<file path="src/rtl/i2c_slv_pkg.sv">
package i2c_slv_pkg;
  typedef enum logic [2:0] {
    PH_IDLE,
    PH_ADDR_HI,
    PH_ADDR_LO,
    PH_DATA,
    PH_SKIP
  } phase_t;

  localparam int RA_W = 3;
  localparam logic [RA_W-1:0] RA_RXDATA = 3'd0;
  localparam logic [RA_W-1:0] RA_ADDR   = 3'd1;
  localparam logic [RA_W-1:0] RA_MASK   = 3'd2;
  localparam logic [RA_W-1:0] RA_CTRL   = 3'd3;
  localparam logic [RA_W-1:0] RA_STAT   = 3'd4;

  localparam int CT_EN  = 0;
  localparam int CT_TEN = 1;
  localparam int CT_SE  = 2;

  localparam int ST_BF  = 0;
  localparam int ST_OV  = 1;
  localparam int ST_UPD = 2;
  localparam int ST_IRQ = 3;
  localparam int ST_RW  = 4;

  localparam logic [4:0] TEN_HDR = 5'b11110;
endpackage

</file>
<file path="src/rtl/i2c_line_sync.sv">
module i2c_line_sync #(
  parameter int STAGES = 2
) (
  input  logic clk,
  input  logic rst,
  input  logic scl_i,
  input  logic sda_i,
  output logic sda_s,
  output logic scl_rise,
  output logic scl_fall,
  output logic start_det,
  output logic stop_det
);
  logic [STAGES-1:0] scl_ff;
  logic [STAGES-1:0] sda_ff;
  logic scl_s, scl_q, sda_q;

  generate
    if (STAGES > 1) begin : g_chain
      always_ff @(posedge clk) begin
        if (rst) begin
          scl_ff <= '1;
          sda_ff <= '1;
        end else begin
          scl_ff <= {scl_ff[STAGES-2:0], scl_i};
          sda_ff <= {sda_ff[STAGES-2:0], sda_i};
        end
      end
    end else begin : g_single
      always_ff @(posedge clk) begin
        if (rst) begin
          scl_ff <= '1;
          sda_ff <= '1;
        end else begin
          scl_ff <= scl_i;
          sda_ff <= sda_i;
        end
      end
    end
  endgenerate

  assign scl_s = scl_ff[STAGES-1];
  assign sda_s = sda_ff[STAGES-1];

  always_ff @(posedge clk) begin
    if (rst) begin
      scl_q <= 1'b1;
      sda_q <= 1'b1;
    end else begin
      scl_q <= scl_s;
      sda_q <= sda_s;
    end
  end

  assign scl_rise  = scl_s & ~scl_q;
  assign scl_fall  = ~scl_s & scl_q;
  assign start_det = scl_s & scl_q & sda_q & ~sda_s;
  assign stop_det  = scl_s & scl_q & ~sda_q & sda_s;
endmodule

</file>
<file path="src/rtl/i2c_bit_shift.sv">
module i2c_bit_shift #(
  parameter int DW = 8
) (
  input  logic          clk,
  input  logic          rst,
  input  logic          clear,
  input  logic          scl_rise,
  input  logic          scl_fall,
  input  logic          sda_s,
  output logic [DW-1:0] shreg,
  output logic          byte_done,
  output logic          ack_end
);
  localparam int CW = $clog2(DW + 2);
  localparam logic [CW-1:0] LAST_BIT = CW'(DW);
  localparam logic [CW-1:0] ACK_BIT  = CW'(DW + 1);

  logic [CW-1:0] cnt;

  always_ff @(posedge clk) begin
    if (rst || clear) begin
      cnt   <= '0;
      shreg <= '0;
    end else begin
      if (scl_rise) begin
        if (cnt < LAST_BIT) shreg <= {shreg[DW-2:0], sda_s};
        if (cnt <= LAST_BIT) cnt <= cnt + 1'b1;
      end else if (scl_fall && cnt == ACK_BIT) begin
        cnt <= '0;
      end
    end
  end

  assign byte_done = scl_fall && (cnt == LAST_BIT);
  assign ack_end   = scl_fall && (cnt == ACK_BIT);

  AST_CNT_BOUND: assert property (@(posedge clk) disable iff (rst)
    cnt <= ACK_BIT);
endmodule

</file>
<file path="src/rtl/i2c_addr_cmp.sv">
module i2c_addr_cmp #(
  parameter int DW = 8
) (
  input  logic [DW-1:0] val,
  input  logic [DW-1:0] ref_addr,
  input  logic [DW-1:0] dont_care,
  input  logic          use_lsb,
  output logic          hit
);
  logic [DW-1:0] bit_ok;

  generate
    for (genvar i = 0; i < DW; i++) begin : g_bit
      if (i == 0) begin : g_lsb
        assign bit_ok[i] = ~use_lsb | dont_care[i] | (val[i] == ref_addr[i]);
      end else begin : g_upper
        assign bit_ok[i] = dont_care[i] | (val[i] == ref_addr[i]);
      end
    end
  endgenerate

  assign hit = &bit_ok;
endmodule

</file>
<file path="src/rtl/i2c_slave_rx.sv">
module i2c_slave_rx
  import i2c_slv_pkg::*;
#(
  parameter int DW          = 8,
  parameter int SYNC_STAGES = 2
) (
  input  logic          clk,
  input  logic          rst,
  input  logic          scl_i,
  input  logic          sda_i,
  output logic          scl_oe_o,
  output logic          sda_oe_o,
  output logic          irq_o,
  input  logic          reg_wr,
  input  logic          reg_rd,
  input  logic [2:0]    reg_addr,
  input  logic [DW-1:0] reg_wdata,
  output logic [DW-1:0] reg_rdata
);
  localparam int HDR_W = 5;

  logic sda_s, scl_rise, scl_fall, start_det, stop_det;
  logic [DW-1:0] shreg;
  logic byte_done, ack_end;
  logic hit_hi, hit_full;

  logic [DW-1:0] addr_r, mask_r, rxbuf_r;
  logic en_r, ten_r, se_r;
  logic bf_r, ov_r, upd_r, irq_r, rw_r;
  logic ack_r, ev_pend, upd_pend, matched10;
  phase_t phase;

  logic host_rd_buf, bf_eff, is_free;
  logic take, want_upd, set_m10;
  phase_t nxt_phase;

  i2c_line_sync #(.STAGES(SYNC_STAGES)) u_sync (
    .clk(clk), .rst(rst), .scl_i(scl_i), .sda_i(sda_i),
    .sda_s(sda_s), .scl_rise(scl_rise), .scl_fall(scl_fall),
    .start_det(start_det), .stop_det(stop_det)
  );

  i2c_bit_shift #(.DW(DW)) u_shift (
    .clk(clk), .rst(rst), .clear(start_det | stop_det),
    .scl_rise(scl_rise), .scl_fall(scl_fall), .sda_s(sda_s),
    .shreg(shreg), .byte_done(byte_done), .ack_end(ack_end)
  );

  i2c_addr_cmp #(.DW(DW)) u_cmp_hi (
    .val(shreg), .ref_addr(addr_r), .dont_care(mask_r), .use_lsb(1'b0), .hit(hit_hi)
  );

  i2c_addr_cmp #(.DW(DW)) u_cmp_full (
    .val(shreg), .ref_addr(addr_r), .dont_care(mask_r), .use_lsb(1'b1), .hit(hit_full)
  );

  assign host_rd_buf = reg_rd && (reg_addr == RA_RXDATA);
  assign bf_eff      = bf_r & ~host_rd_buf;
  assign is_free     = ~bf_eff & ~ov_r;

  always_comb begin
    take      = 1'b0;
    want_upd  = 1'b0;
    set_m10   = 1'b0;
    nxt_phase = phase;
    unique case (phase)
      PH_ADDR_HI: begin
        nxt_phase = PH_SKIP;
        if (!ten_r) begin
          take = hit_hi;
          if (hit_hi && !shreg[0]) nxt_phase = PH_DATA;
        end else if (hit_hi && shreg[DW-1 -: HDR_W] == TEN_HDR) begin
          if (!shreg[0]) begin
            take      = 1'b1;
            want_upd  = 1'b1;
            nxt_phase = PH_ADDR_LO;
          end else if (matched10) begin
            take = 1'b1;
          end
        end
      end
      PH_ADDR_LO: begin
        take      = hit_full;
        want_upd  = hit_full;
        set_m10   = hit_full;
        nxt_phase = hit_full ? PH_DATA : PH_SKIP;
      end
      PH_DATA: take = 1'b1;
      default: nxt_phase = phase;
    endcase
    if (take && !is_free && phase != PH_DATA) nxt_phase = PH_SKIP;
  end

  always_ff @(posedge clk) begin
    if (rst) begin
      addr_r    <= '0;
      mask_r    <= '0;
      rxbuf_r   <= '0;
      en_r      <= 1'b0;
      ten_r     <= 1'b0;
      se_r      <= 1'b0;
      bf_r      <= 1'b0;
      ov_r      <= 1'b0;
      upd_r     <= 1'b0;
      irq_r     <= 1'b0;
      rw_r      <= 1'b0;
      ack_r     <= 1'b0;
      ev_pend   <= 1'b0;
      upd_pend  <= 1'b0;
      matched10 <= 1'b0;
      phase     <= PH_IDLE;
    end else begin
      if (reg_wr) begin
        unique case (reg_addr)
          RA_ADDR: begin
            addr_r <= reg_wdata;
            upd_r  <= 1'b0;
          end
          RA_MASK: mask_r <= reg_wdata;
          RA_CTRL: begin
            en_r  <= reg_wdata[CT_EN];
            ten_r <= reg_wdata[CT_TEN];
            se_r  <= reg_wdata[CT_SE];
          end
          RA_STAT: begin
            if (reg_wdata[ST_OV])  ov_r  <= 1'b0;
            if (reg_wdata[ST_IRQ]) irq_r <= 1'b0;
          end
          default: ;
        endcase
      end
      if (host_rd_buf) bf_r <= 1'b0;

      if (!en_r) begin
        phase     <= PH_IDLE;
        ack_r     <= 1'b0;
        upd_r     <= 1'b0;
        ev_pend   <= 1'b0;
        upd_pend  <= 1'b0;
        matched10 <= 1'b0;
      end else if (stop_det) begin
        phase     <= PH_IDLE;
        ack_r     <= 1'b0;
        upd_r     <= 1'b0;
        ev_pend   <= 1'b0;
        upd_pend  <= 1'b0;
        matched10 <= 1'b0;
        if (se_r) irq_r <= 1'b1;
      end else if (start_det) begin
        phase    <= PH_ADDR_HI;
        ack_r    <= 1'b0;
        ev_pend  <= 1'b0;
        upd_pend <= 1'b0;
        if (se_r) irq_r <= 1'b1;
      end else begin
        if (byte_done) begin
          phase <= nxt_phase;
          if (take) begin
            ev_pend  <= 1'b1;
            upd_pend <= want_upd & is_free;
            if (phase != PH_DATA) rw_r <= shreg[0];
            if (is_free) begin
              ack_r   <= 1'b1;
              rxbuf_r <= shreg;
              bf_r    <= 1'b1;
              if (set_m10) matched10 <= 1'b1;
            end else if (bf_eff) begin
              ov_r <= 1'b1;
            end
          end
        end
        if (ack_end) begin
          ack_r    <= 1'b0;
          ev_pend  <= 1'b0;
          upd_pend <= 1'b0;
          if (ev_pend)  irq_r <= 1'b1;
          if (upd_pend) upd_r <= 1'b1;
        end
      end
    end
  end

  always_ff @(posedge clk) begin
    if (rst) begin
      reg_rdata <= '0;
    end else if (reg_rd) begin
      unique case (reg_addr)
        RA_RXDATA: reg_rdata <= rxbuf_r;
        RA_ADDR:   reg_rdata <= addr_r;
        RA_MASK:   reg_rdata <= mask_r;
        RA_CTRL:   reg_rdata <= DW'({se_r, ten_r, en_r});
        RA_STAT:   reg_rdata <= DW'({rw_r, irq_r, upd_r, ov_r, bf_r});
        default:   reg_rdata <= '0;
      endcase
    end
  end

  assign scl_oe_o = upd_r;
  assign sda_oe_o = ack_r;
  assign irq_o    = irq_r;

  AST_ACK_WITH_BUF: assert property (@(posedge clk) disable iff (rst)
    $rose(sda_oe_o) |-> bf_r);
  AST_IRQ_SOURCE: assert property (@(posedge clk) disable iff (rst)
    $rose(irq_o) |-> $past(ack_end || start_det || stop_det));
  AST_OV_STICKY: assert property (@(posedge clk) disable iff (rst)
    ov_r && !(reg_wr && reg_addr == RA_STAT && reg_wdata[ST_OV]) |=> ov_r);
  AST_BF_CLR_BY_READ: assert property (@(posedge clk) disable iff (rst)
    $fell(bf_r) |-> $past(host_rd_buf));
  AST_HOLD_TEN_ONLY: assert property (@(posedge clk) disable iff (rst)
    $rose(scl_oe_o) |-> ten_r);
  AST_STOP_RELEASE: assert property (@(posedge clk) disable iff (rst)
    stop_det && en_r |=> !sda_oe_o && !scl_oe_o);
  AST_DISABLED_QUIET: assert property (@(posedge clk) disable iff (rst)
    !en_r |=> !sda_oe_o && !scl_oe_o);
endmodule

</file>
<file path="config.mk">
export PLATFORM = sky130hd
export DESIGN_NAME = i2c_slave_rx
export DESIGN_NICKNAME = d
export VERILOG_FILES = /design/src/rtl/i2c_slv_pkg.sv /design/src/rtl/i2c_line_sync.sv /design/src/rtl/i2c_bit_shift.sv /design/src/rtl/i2c_addr_cmp.sv /design/src/rtl/i2c_slave_rx.sv
export SDC_FILE = /design/constraint.sdc
export NUM_CORES = 1
export LEC_CHECK = 0
export BUFFER_PORTS_ARGS = -buffer_cell sky130_fd_sc_hd__buf_2
export CAP_MARGIN = 0
export CORE_MARGIN = 2
export CORE_UTILIZATION = 40
export CTS_CLUSTER_SIZE = 12
export DETAILED_ROUTE_END_ITERATION = 10
export GPL_TIMING_DRIVEN = 0
export MAX_ROUTING_LAYER = met4
export SLEW_MARGIN = 40
export SYNTH_ARGS = -nofsm -noshare
export SYNTH_HDL_FRONTEND = slang
export SYNTH_HIERARCHICAL = 1
export SYNTH_SLANG_ARGS = --single-unit
export TNS_END_PERCENT = 50
</file>
<file path="constraint.sdc">
create_clock -name clk -period 2.44 [get_ports clk]
set_clock_uncertainty 0.1 [all_clocks]
set_input_delay 0.244 -clock clk [delete_from_list [all_inputs] [get_ports clk]]
set_output_delay 0.244 -clock clk [all_outputs]
set_load 0.005 [all_outputs]
</file>
# Word-level counts from Yosys, hierarchy flattened
# Index checks and enable logic that the tools add are counted.
# word_totals
mem_bits_ro,0
wordCells,162
n_memories,0
ff_bits,65
ramBits,0
latch_bits,0
# op_classes
n_bitwise,29
mux,54
shift,0
n_eq_ne,20
mul,0
reduce_logical,32
n_addsub,1
magnitude_cmp,2
div_mod_pow,0
# op_table
op,n
$mux W1,41
$pmux W8 S5,1
$mux W3,6
$reduce_and A2 Y1,8
$eq A3 B2 Y1 const B,4
$mux W4,3
$reduce_and A6 Y1,2
$and A1 B1 Y1,10
$not A1 Y1,10
$or A1 B1 Y1,9
$eq A1 B1 Y1,8
$eq A4 B4 Y1 const B,2
$reduce_and A8 Y1,1
$logic_and A1 B1 Y1,7
$reduce_and A7 Y1,1
$eq A3 B1 Y1 const B,2
$pmux W3 S2,1
$eq A5 B5 Y1 const B,1
$reduce_and A5 Y1,1
$reduce_or A5 Y1,1
$add A4 B1 Y4 const B,1
$le A4 B4 Y1 const B,1
$lt A4 B4 Y1 const B,1
$reduce_bool A2 Y1,2
13 further kinds,14

# Logic depth before layout (Yosys ltp)
# Gate-level depths: netlist of run 1.
# logic_depth
word_depth,12
depth_mapped,9
mapped_depth_nobuf,8

# Modules after synthesis
# Netlist of run 1, hierarchy kept.
# by_module_without_submodules
module,area_each_um2,instances,cells_per_inst
i2c_slave_rx,2306.0,1,275
i2c_bit_shift,584.3,1,70
i2c_addr_cmp,107.6,2,14
i2c_line_sync,190.2,1,16

# Worst setup path before layout of run 1
# No wires, ideal clock.
# synth_timing
path_kind,register -> register
start,register u_shift.shreg[4]
end,register phase[1]
synth_period_minus_slack_ns,2.208
setup_ns,0.116
arrival_ns,1.992
setup_slack_ns,0.232
stages_incl_launch_ff,9
path_cell_list,dfxtp_1 -> xnor2_1 -> o22ai_1 -> nor4_1 -> nand2_2 -> nor3_2 -> a21oi_2 -> or3_1 -> a41o_1
# synth_via
elab_chain_cells,11
# synth_rtl
item,line,source
start: declaration,i2c_bit_shift.sv:10,"output logic [DW-1:0] shreg,"
start signal: assignment,i2c_bit_shift.sv:26,"if (cnt < LAST_BIT) shreg <= {shreg[DW-2:0], sda_s};"
$eq A1 B1 Y1 *,i2c_addr_cmp.sv:17,assign bit_ok[i] = dont_care[i] | (val[i] == ref_addr[i]);
$or A1 B1 Y1 *,i2c_addr_cmp.sv:17,
$reduce_and A7 Y1 *,i2c_addr_cmp.sv:22,assign hit = &bit_ok;
via hit_hi,i2c_slave_rx.sv:25,"logic hit_hi, hit_full;"
$logic_and A1 B1 Y1,i2c_slave_rx.sv:72,end else if (hit_hi && shreg[DW-1 -: HDR_W] == TEN_HDR) begin
$mux W1,i2c_slave_rx.sv:72,
$mux W1,i2c_slave_rx.sv:69,if (!ten_r) begin
$pmux W1 S3,i2c_slave_rx.sv:66,unique case (phase)
$logic_and A1 B1 Y1 (2 in a row),i2c_slave_rx.sv:91,if (take && !is_free && phase != PH_DATA) nxt_phase = PH_SKIP;
$reduce_bool A3 Y1 (no line),--,
$reduce_and A2 Y1 (no line),--,
end signal: assignment,i2c_slave_rx.sv:157,phase <= nxt_phase;
end: declaration,i2c_slave_rx.sv:31,phase_t phase;
# The timed path passes the listed nets; every way through them passes the cells marked *.
# A chain may end at the register's enable or synchronous reset.

# Worst setup path in the final report of run 1
# layout_timing
start,register addr_r[2]
end,register phase[1]
# layout_via
elab_chain_cells,11
# layout_rtl
item,line,source
start: declaration,i2c_slave_rx.sv:27,"logic [DW-1:0] addr_r, mask_r, rxbuf_r;"
start signal: assignment,i2c_slave_rx.sv:116,addr_r <= reg_wdata;
$eq A1 B1 Y1 *,i2c_addr_cmp.sv:17,
$or A1 B1 Y1 *,i2c_addr_cmp.sv:17,
$reduce_and A7 Y1 *,i2c_addr_cmp.sv:22,
via hit_hi,i2c_slave_rx.sv:25,
$logic_and A1 B1 Y1,i2c_slave_rx.sv:72,
$mux W1,i2c_slave_rx.sv:72,
$mux W1,i2c_slave_rx.sv:69,
$pmux W1 S3,i2c_slave_rx.sv:66,
$logic_and A1 B1 Y1 (2 in a row),i2c_slave_rx.sv:91,
$reduce_bool A3 Y1 (no line),--,
$reduce_and A2 Y1 (no line),--,
# Marked as above.

==> flow_metrics.tcl, run 1 <==
set metrics [dict create \
    status "finished clean" \
    slew_headroom_pct 57.9 \
    setup_viol 0 \
    power_frac_clock_pct 50.0 \
    fill_cells 792 \
    hold_viol 0 \
    setup_slack_ns 0.154 \
    seq_area_um2 1320 \
    p_sw_uw 546 \
    total_power_uw 2500 \
    timing.hold.ws_ns 0.0443 \
    grt_pass1_wl_um 13800 \
    p_int_uw 1960 \
    grt_usage_pct 20.4 \
    die_y_um 94.8 \
    ys_seq_area_share_pct 39.5 \
    cts_htree_levels 3 \
    cts.sinks 65 \
    synthTopCellsByArea "dfxtp_1 39%, mux2i_1 7.3%, nand2_1 5.2%" \
    synth_nets 409 \
    leakage_uw 0.00143 \
    clock.fmax_mhz 437 \
    synth_cells 389 \
    clk_pin_slew_worst_paths_ns 0.08 \
    first_global_vias 2826 \
    pwr-share-comb_pct 6.5 \
    hp-class "input pin to register" \
    async_reset_ff_share_pct 0 \
    use_met1_pct 25.0 \
    power_density_nw_per_um2 638 \
    hold_start "reg_wdata[6]" \
    vias 2934 \
    drv_cap 0 \
    drive_gt1_share_pct 20.1 \
    multi_input_area_um2 1900 \
    remaining_drc_errors 0 \
    grt_use_met3_pct 3.19 \
    clk_path_buf_depth 2 \
    synth_edf_count 0 \
    synth_top_cell_by_area "dfxtp_1" \
    crit_required_ns 2.57 \
    cts_tree "yes" \
    cts.root.buffer_cell "clkbuf_8" \
    rsz0062_at_grt "false" \
    drv_slew 0 \
    setup_tns_ns 0 \
    avgViaCountPerCell 5.46 \
    switching_share_pct 21.8 \
    antenna_found_initial 0 \
    yosysWarnings 6 \
    gp_congestion 0.902 \
    dpl_worst_slack_ns -0.171 \
    synth_top_area_share_pct 39.5 \
    syn_avg_cell_area_um2 8.47 \
    crit_type "register to register" \
    cts_buffers 9 \
    tightest_slew_ns 0.628 \
    top_usage_layer "met2" \
    use_met2_pct 33.7 \
    core_um2 8090 \
    r2r_start "addr_r[2]$_SDFFE_PP0P_" \
    ys_types 60 \
    fin_crit_sh_pct 93.7 \
    io_pins 28 \
    peakVddDrop_uv 286 \
    nets 447 \
    die-area_um2 8980 \
    first_pass_iters 4 \
    syn-cell-area_um2 3300 \
    die_width_um 94.8 \
    grt_max_degree 13 \
    end_kind "register" \
    ant_nets 0 \
    reg2reg_depth 9 \
    ys.flop_type "dfxtp_1" \
    wire_per_inst_um 15.6 \
    crit_fanout 4 \
    r2r-end "phase[1]$_SDFFE_PP0P_" \
    critPathArrivalTime_ns 2.42 \
    row_count 33 \
    fin_crit_ns 2.29 \
    worst-r2r-setup-slack_ns 0.15 \
    ys_ff_latch 65 \
    final_area_um2 3930 \
    seqPwrFrac_pct 43.5 \
    clock_latency_ns 0.34 \
    dpl_cell_area_um2 3560 \
    drt-initial-drc-count 147 \
    overflow 0 \
    crit_path_start_kind "register" \
    port_buffers 24 \
    hpwl_um 6180 \
    syn2layout_area_growth_pct 19.1 \
    hold_path_depth 3 \
    antenna_cells 0 \
    timing.hold.worst_endpoint "addr_r[6]$_SDFFE_PP0P_" \
    routed_wl_um 8370 \
    start_util_pct 40.7 \
]
-- area by class of cell --
class / instances / share of cell area, %
multi-input cells: 292 / 48.4
clock buffers: 10 / 3.51
clock inverters: 6 / 3.51
plain buffers: 22 / 3.00
repair buffers: 27 / 3.76
flip-flops and latches: 65 / 33.6
well taps: 105 / 3.35
inverters: 10 / 0.956
-- cell usage after synthesis (4+ instances only) --
library cell  number
a21oi_1           30
dfxtp_1           65
nand4_1           12
or2_1              6
o21ai_0           23
nor2_1            28
nand3_1            5
clkbuf_1           7
nor2b_1           12
buf_2              9
xnor2_1           16
o22ai_1            6
buf_4              5
a31oi_1            7
o31ai_1            8
nand3b_1           4
inv_1             10
nand2b_1           6
nand2_1           46
mux2i_1           24
-- worst max-delay path, stage by stage (launching register included) --
cell and delay, ns:
dfxtp_2 0.39, xnor2_1 0.13, o22ai_1 0.11, nor4_2 0.27, buf_4 0.16, nand2_2 0.09, o32ai_4 0.25, a21oi_2 0.09
or3_1 0.38, a41o_1 0.22
-- flip-flops by register name, indices dropped and copies added, names as in the netlist, 2 cells and up --
name	cells
u_shift/shreg	8
addr_r	8
u_sync/scl_ff	2
u_shift/cnt	4
mask_r	8
rxbuf_r	8
phase	3
u_sync/sda_ff	2
reg_rdata	8
-- what timing repair did --
item                                    CTS  global route
pin swaps                                 1             2
gates resized for setup                   2            18
hold endpoints to repair                  2             0
endpoints found under the setup margin   17            17
hold buffers                              2             0
setup buffers                             1             0
-- logic make-up after synthesis --
kind of cell | after synthesis | synth area share [%]
other | 2 | 0.228
muxes | 24 | 7.29
and+or+nand+nor | 149 | 24.3
xor gates and xnor gates | 17 | 4.52
AOI/OAI and AO/OA | 97 | 18.5
DFF | 65 | 39.5
buffers and inverters | 32 | 4.56
adders and majority gates | 3 | 1.14
-- routing by layer --
layer  wire (um)  vias up  part of all wire (%)
met3         431       11                   5.1
met4         121        0                   1.4
li1            -     1459                     -
met5           0        -                     0
met1        3790     1393                    45
met2        4030       71                    48
-- power by group through the flow --
stage / registers (uW) / clock network (uW) / logic (uW)
floorplan: 1110 / 0 / 99.7
global placement: 1110 / 0 / 147
detailed placement: 1120 / 0 / 149
CTS: 1090 / 1270 / 158
global route: 1090 / 1310 / 181
finish: 1090 / 1250 / 162
-- layout by cell type, fill, tap and decap left out, types with 3 or more instances in the layout --
cell        n
nand4_1    12
bufinv_16   4
o21ai_0    23
nor3_1      3
xnor2_1    16
nand3b_1    4
nand3_1     5
or2_1       6
mux2i_1    24
buf_2      31
clkbuf_8   10
o22ai_1     6
buf_4       6
inv_1      10
clkbuf_1    7
dfxtp_2    10
nor2b_1    12
nand2b_1    6
a21oi_1    30
a31oi_1     7
nand2_1    46
o211ai_1    3
o31ai_1     8
nor2_1     28
ha_1        3
dfxtp_1    54
or2_2       3
-- worst max-delay path by stage --
stage | from | slack, ns | cells past startpoint | to
floorplan | u_shift/shreg[4]$_SDFFE_PP0P_ | 0.23 | 8 | phase[1]$_SDFFE_PP0P_
global placement | u_shift/shreg[4]$_SDFFE_PP0P_ | -0.17 | 8 | phase[1]$_SDFFE_PP0P_
detailed placement | u_shift/shreg[5]$_SDFFE_PP0P_ | -0.17 | 8 | phase[1]$_SDFFE_PP0P_
CTS | u_shift/shreg[3]$_SDFFE_PP0P_ | 0.03 | 9 | phase[1]$_SDFFE_PP0P_
global route | u_shift/shreg[0]$_SDFFE_PP0P_ | 0.02 | 9 | rxbuf_r[2]$_SDFFE_PP0P_
finish | addr_r[2]$_SDFFE_PP0P_ | 0.15 | 9 | phase[1]$_SDFFE_PP0P_
-- through the flow --
| stage | utilization, % | cells |
|---|---|---|
| 2_1_floorplan | - | 389 |
| 3_3_place_gp | 43.8 | 518 |
| 3_5_place_dp | 43.9 | 518 |
| 4_1_cts | 47.8 | 537 |
| 5_1_grt | 48.5 | 537 |
| 6_report | 48.5 | 537 |
Note: power is estimated with default switching activity, not from simulation.
==> run 2, diff against run 1 <==
--- a/config.mk
+++ b/config.mk
@@ -6,5 +6,5 @@
 export NUM_CORES = 1
 export LEC_CHECK = 0
-export BUFFER_PORTS_ARGS = -buffer_cell sky130_fd_sc_hd__buf_2
+export BUFFER_PORTS_ARGS = -buffer_cell sky130_fd_sc_hd__clkbuf_2
 export CAP_MARGIN = 0
 export CORE_MARGIN = 2
@@ -13,5 +13,4 @@
 export DETAILED_ROUTE_END_ITERATION = 10
 export GPL_TIMING_DRIVEN = 0
-export MAX_ROUTING_LAYER = met4
 export SLEW_MARGIN = 40
 export SYNTH_ARGS = -nofsm -noshare
==> constraint.sdc (replaced) <==
create_clock -name clk -period 2.44 [get_ports clk]
set_clock_uncertainty 0.1 [all_clocks]
set_input_delay 0.244 -clock clk [delete_from_list [all_inputs] [get_ports clk]]
set_output_delay 0.244 -clock clk [all_outputs]
set_load 0.05 [all_outputs]
==> run 2 against run 1 <==
  * Combinational power up 9%
  * Largest cell class unchanged
  * Hold slack worse by 0.019 ns
  * Critical path type unchanged
  * Highest routed layer unchanged
  * Count of clock-buffer cells in the layout unchanged
==> flow_metrics.tcl, run 2 (same netlist as run 1, synthesis figures left out) <==
set metrics [dict create \
    crit_type "register to register" \
    start_util_pct 40.7 \
    grt_pass1_wl_um 13200 \
    drt-initial-drc-count 120 \
    vias 2887 \
    p_int_uw 1710 \
    syn2layout_area_growth_pct 17.2 \
    die_y_um 94.8 \
    gp_congestion 0.897 \
    seqPwrFrac_pct 48.1 \
    critPathSlowestCell "dfxtp_4" \
    slew_headroom_pct 56.3 \
    multi_input_area_um2 1900 \
    seq_area_um2 1320 \
    antenna_cells 0 \
    clock.fmax_mhz 425 \
    crit_required_ns 2.57 \
    dpl_cell_area_um2 3560 \
    leakage_uw 0.00139 \
    crit_fanout 6 \
    first_pass_iters 4 \
    setup_viol 0 \
    core_um2 8090 \
    drive_gt1_share_pct 19.2 \
    switching_share_pct 24.3 \
    cts_htree_levels 3 \
    final_cell_mix "58 x dfxtp_1, 46 x nand2_1, 30 x a21oi_1" \
    first_global_vias 2673 \
    antenna_found_initial 0 \
    path_delay_family "simple AND/OR/NAND/NOR gates" \
    cp.depth 9 \
    drv_slew 0 \
    clock_latency_ns 0.34 \
    fin_crit_ns 2.35 \
    grt_usage_pct 19.3 \
    die_width_um 94.8 \
    cts_tree "yes" \
    path_cells "xnor2_1 > o22ai_1 > nor4_2 > buf_4 > nand2_2 > o32ai_4 > a21oi_2 > or3_1 > a41o_1" \
    wire_per_inst_um 15.9 \
    setup_slack_ns 0.0876 \
    status "finished clean" \
    row_count 33 \
    setup_tns_ns 0 \
    tightest_slew_ns 0.652 \
    die-area_um2 8980 \
    worst-r2r-setup-slack_ns 0.09 \
    hpwl_um 6180 \
    remaining_drc_errors 0 \
    end_kind "register" \
    peakVddDrop_uv 267 \
    final_common_cell "dfxtp_1" \
    hold_viol 0 \
    nets 447 \
    final_area_um2 3860 \
    drv_cap 0 \
    p_sw_uw 550 \
    grt_max_degree 12 \
    hp-class "input pin to register" \
    crit_path_start_kind "register" \
    cts_buffers 9 \
    cts.root.buffer_cell "clkbuf_8" \
    avgViaCountPerCell 5.38 \
    cts.sinks 65 \
    dpl_worst_slack_ns -0.202 \
    ant_nets 0 \
    power_density_nw_per_um2 586 \
    routed_wl_um 8540 \
    overflow 0 \
    reg2reg_depth 9 \
    critPathArrivalTime_ns 2.49 \
    fin_crit_sh_pct 96.4 \
    power_frac_clock_pct 44.1 \
    clk_path_buf_depth 2 \
    fill_cells 832 \
    io_pins 28 \
    rsz0062_at_grt "true" \
    fin_util_pct 47.7 \
    clk_pin_slew_worst_paths_ns 0.08 \
    hold_path_depth 3 \
    port_buffers 24 \
    pwr-share-comb_pct 7.8 \
    cp.buffers_inverters 1 \
    max_stage_delay_ns 0.39 \
]
-- run 2: layout make-up --
| cell class | count | area share (%) |
|---|---|---|
| inverters | 10 | 0.972 |
| flip-flops and latches | 65 | 34.1 |
| repair buffers | 27 | 3.82 |
| clock buffers | 10 | 3.31 |
| well taps | 105 | 3.40 |
| plain buffers | 22 | 2.98 |
| multi-input cells | 292 | 49.3 |
| clock inverters | 6 | 2.14 |
-- run 2: metal layers --
metal | up-vias | GRT usage (%) | wire length, um
met5 | - | 0 | 0
met4 | 0 | 7.73 | 175
met3 | 16 | 3.35 | 359
met2 | 65 | 32.3 | 3910
met1 | 1351 | 24.5 | 4100
li1 | 1455 | - | -
-- run 2: what timing repair did --
action / CTS / global route
pin swaps: 1 / 2
setup endpoints to repair: 17 / 15
hold endpoints to repair: 2 / 0
gates resized for setup: 4 / 13
setup buffers: 1 / 0
hold buffers: 2 / 0
-- run 2: path summary, 6_finish.rpt --
kind | endpoint | from
max | phase[1]$_SDFFE_PP0P_ | u_shift/shreg[6]$_SDFFE_PP0P_
min | addr_r[6]$_SDFFE_PP0P_ | reg_wdata[6]
max reg2reg | phase[1]$_SDFFE_PP0P_ | u_shift/shreg[6]$_SDFFE_PP0P_
min reg2reg | u_sync/sda_ff[1]$_SDFF_PP1_ | u_sync/sda_ff[0]$_SDFF_PP1_
-- run 2: power by group through the flow --
stage          logic, uW  clock network [uW]  registers, uW
6_report             176                 997           1090
5_1_grt              191                1070           1090
4_1_cts              171                1010           1090
3_5_place_dp         162                   0           1120
3_3_place_gp         158                   0           1110
2_1_floorplan       99.7                   0           1120
-- run 2: worst register-to-register path, delay by kind of cell (launching register included) --
kind	cells	cell delay (ns)
buf+inv	1	0.16
compound gates	4	0.71
flops	1	0.39
simple gates	3	0.77
xor+xnor	1	0.13
-- run 2: through the flow --
| stage | hold WS (ns) | std cells | power (uW) |
|---|---|---|---|
| final | 0.0252 | 537 | 2260 |
| after global routing | 0.0230 | 537 | 2350 |
| after CTS | 0.0284 | 537 | 2270 |
| after detailed placement | 0.298 | 518 | 1280 |
| after global placement | 0.286 | 518 | 1270 |
| after floorplan | 0.241 | 389 | 1220 |
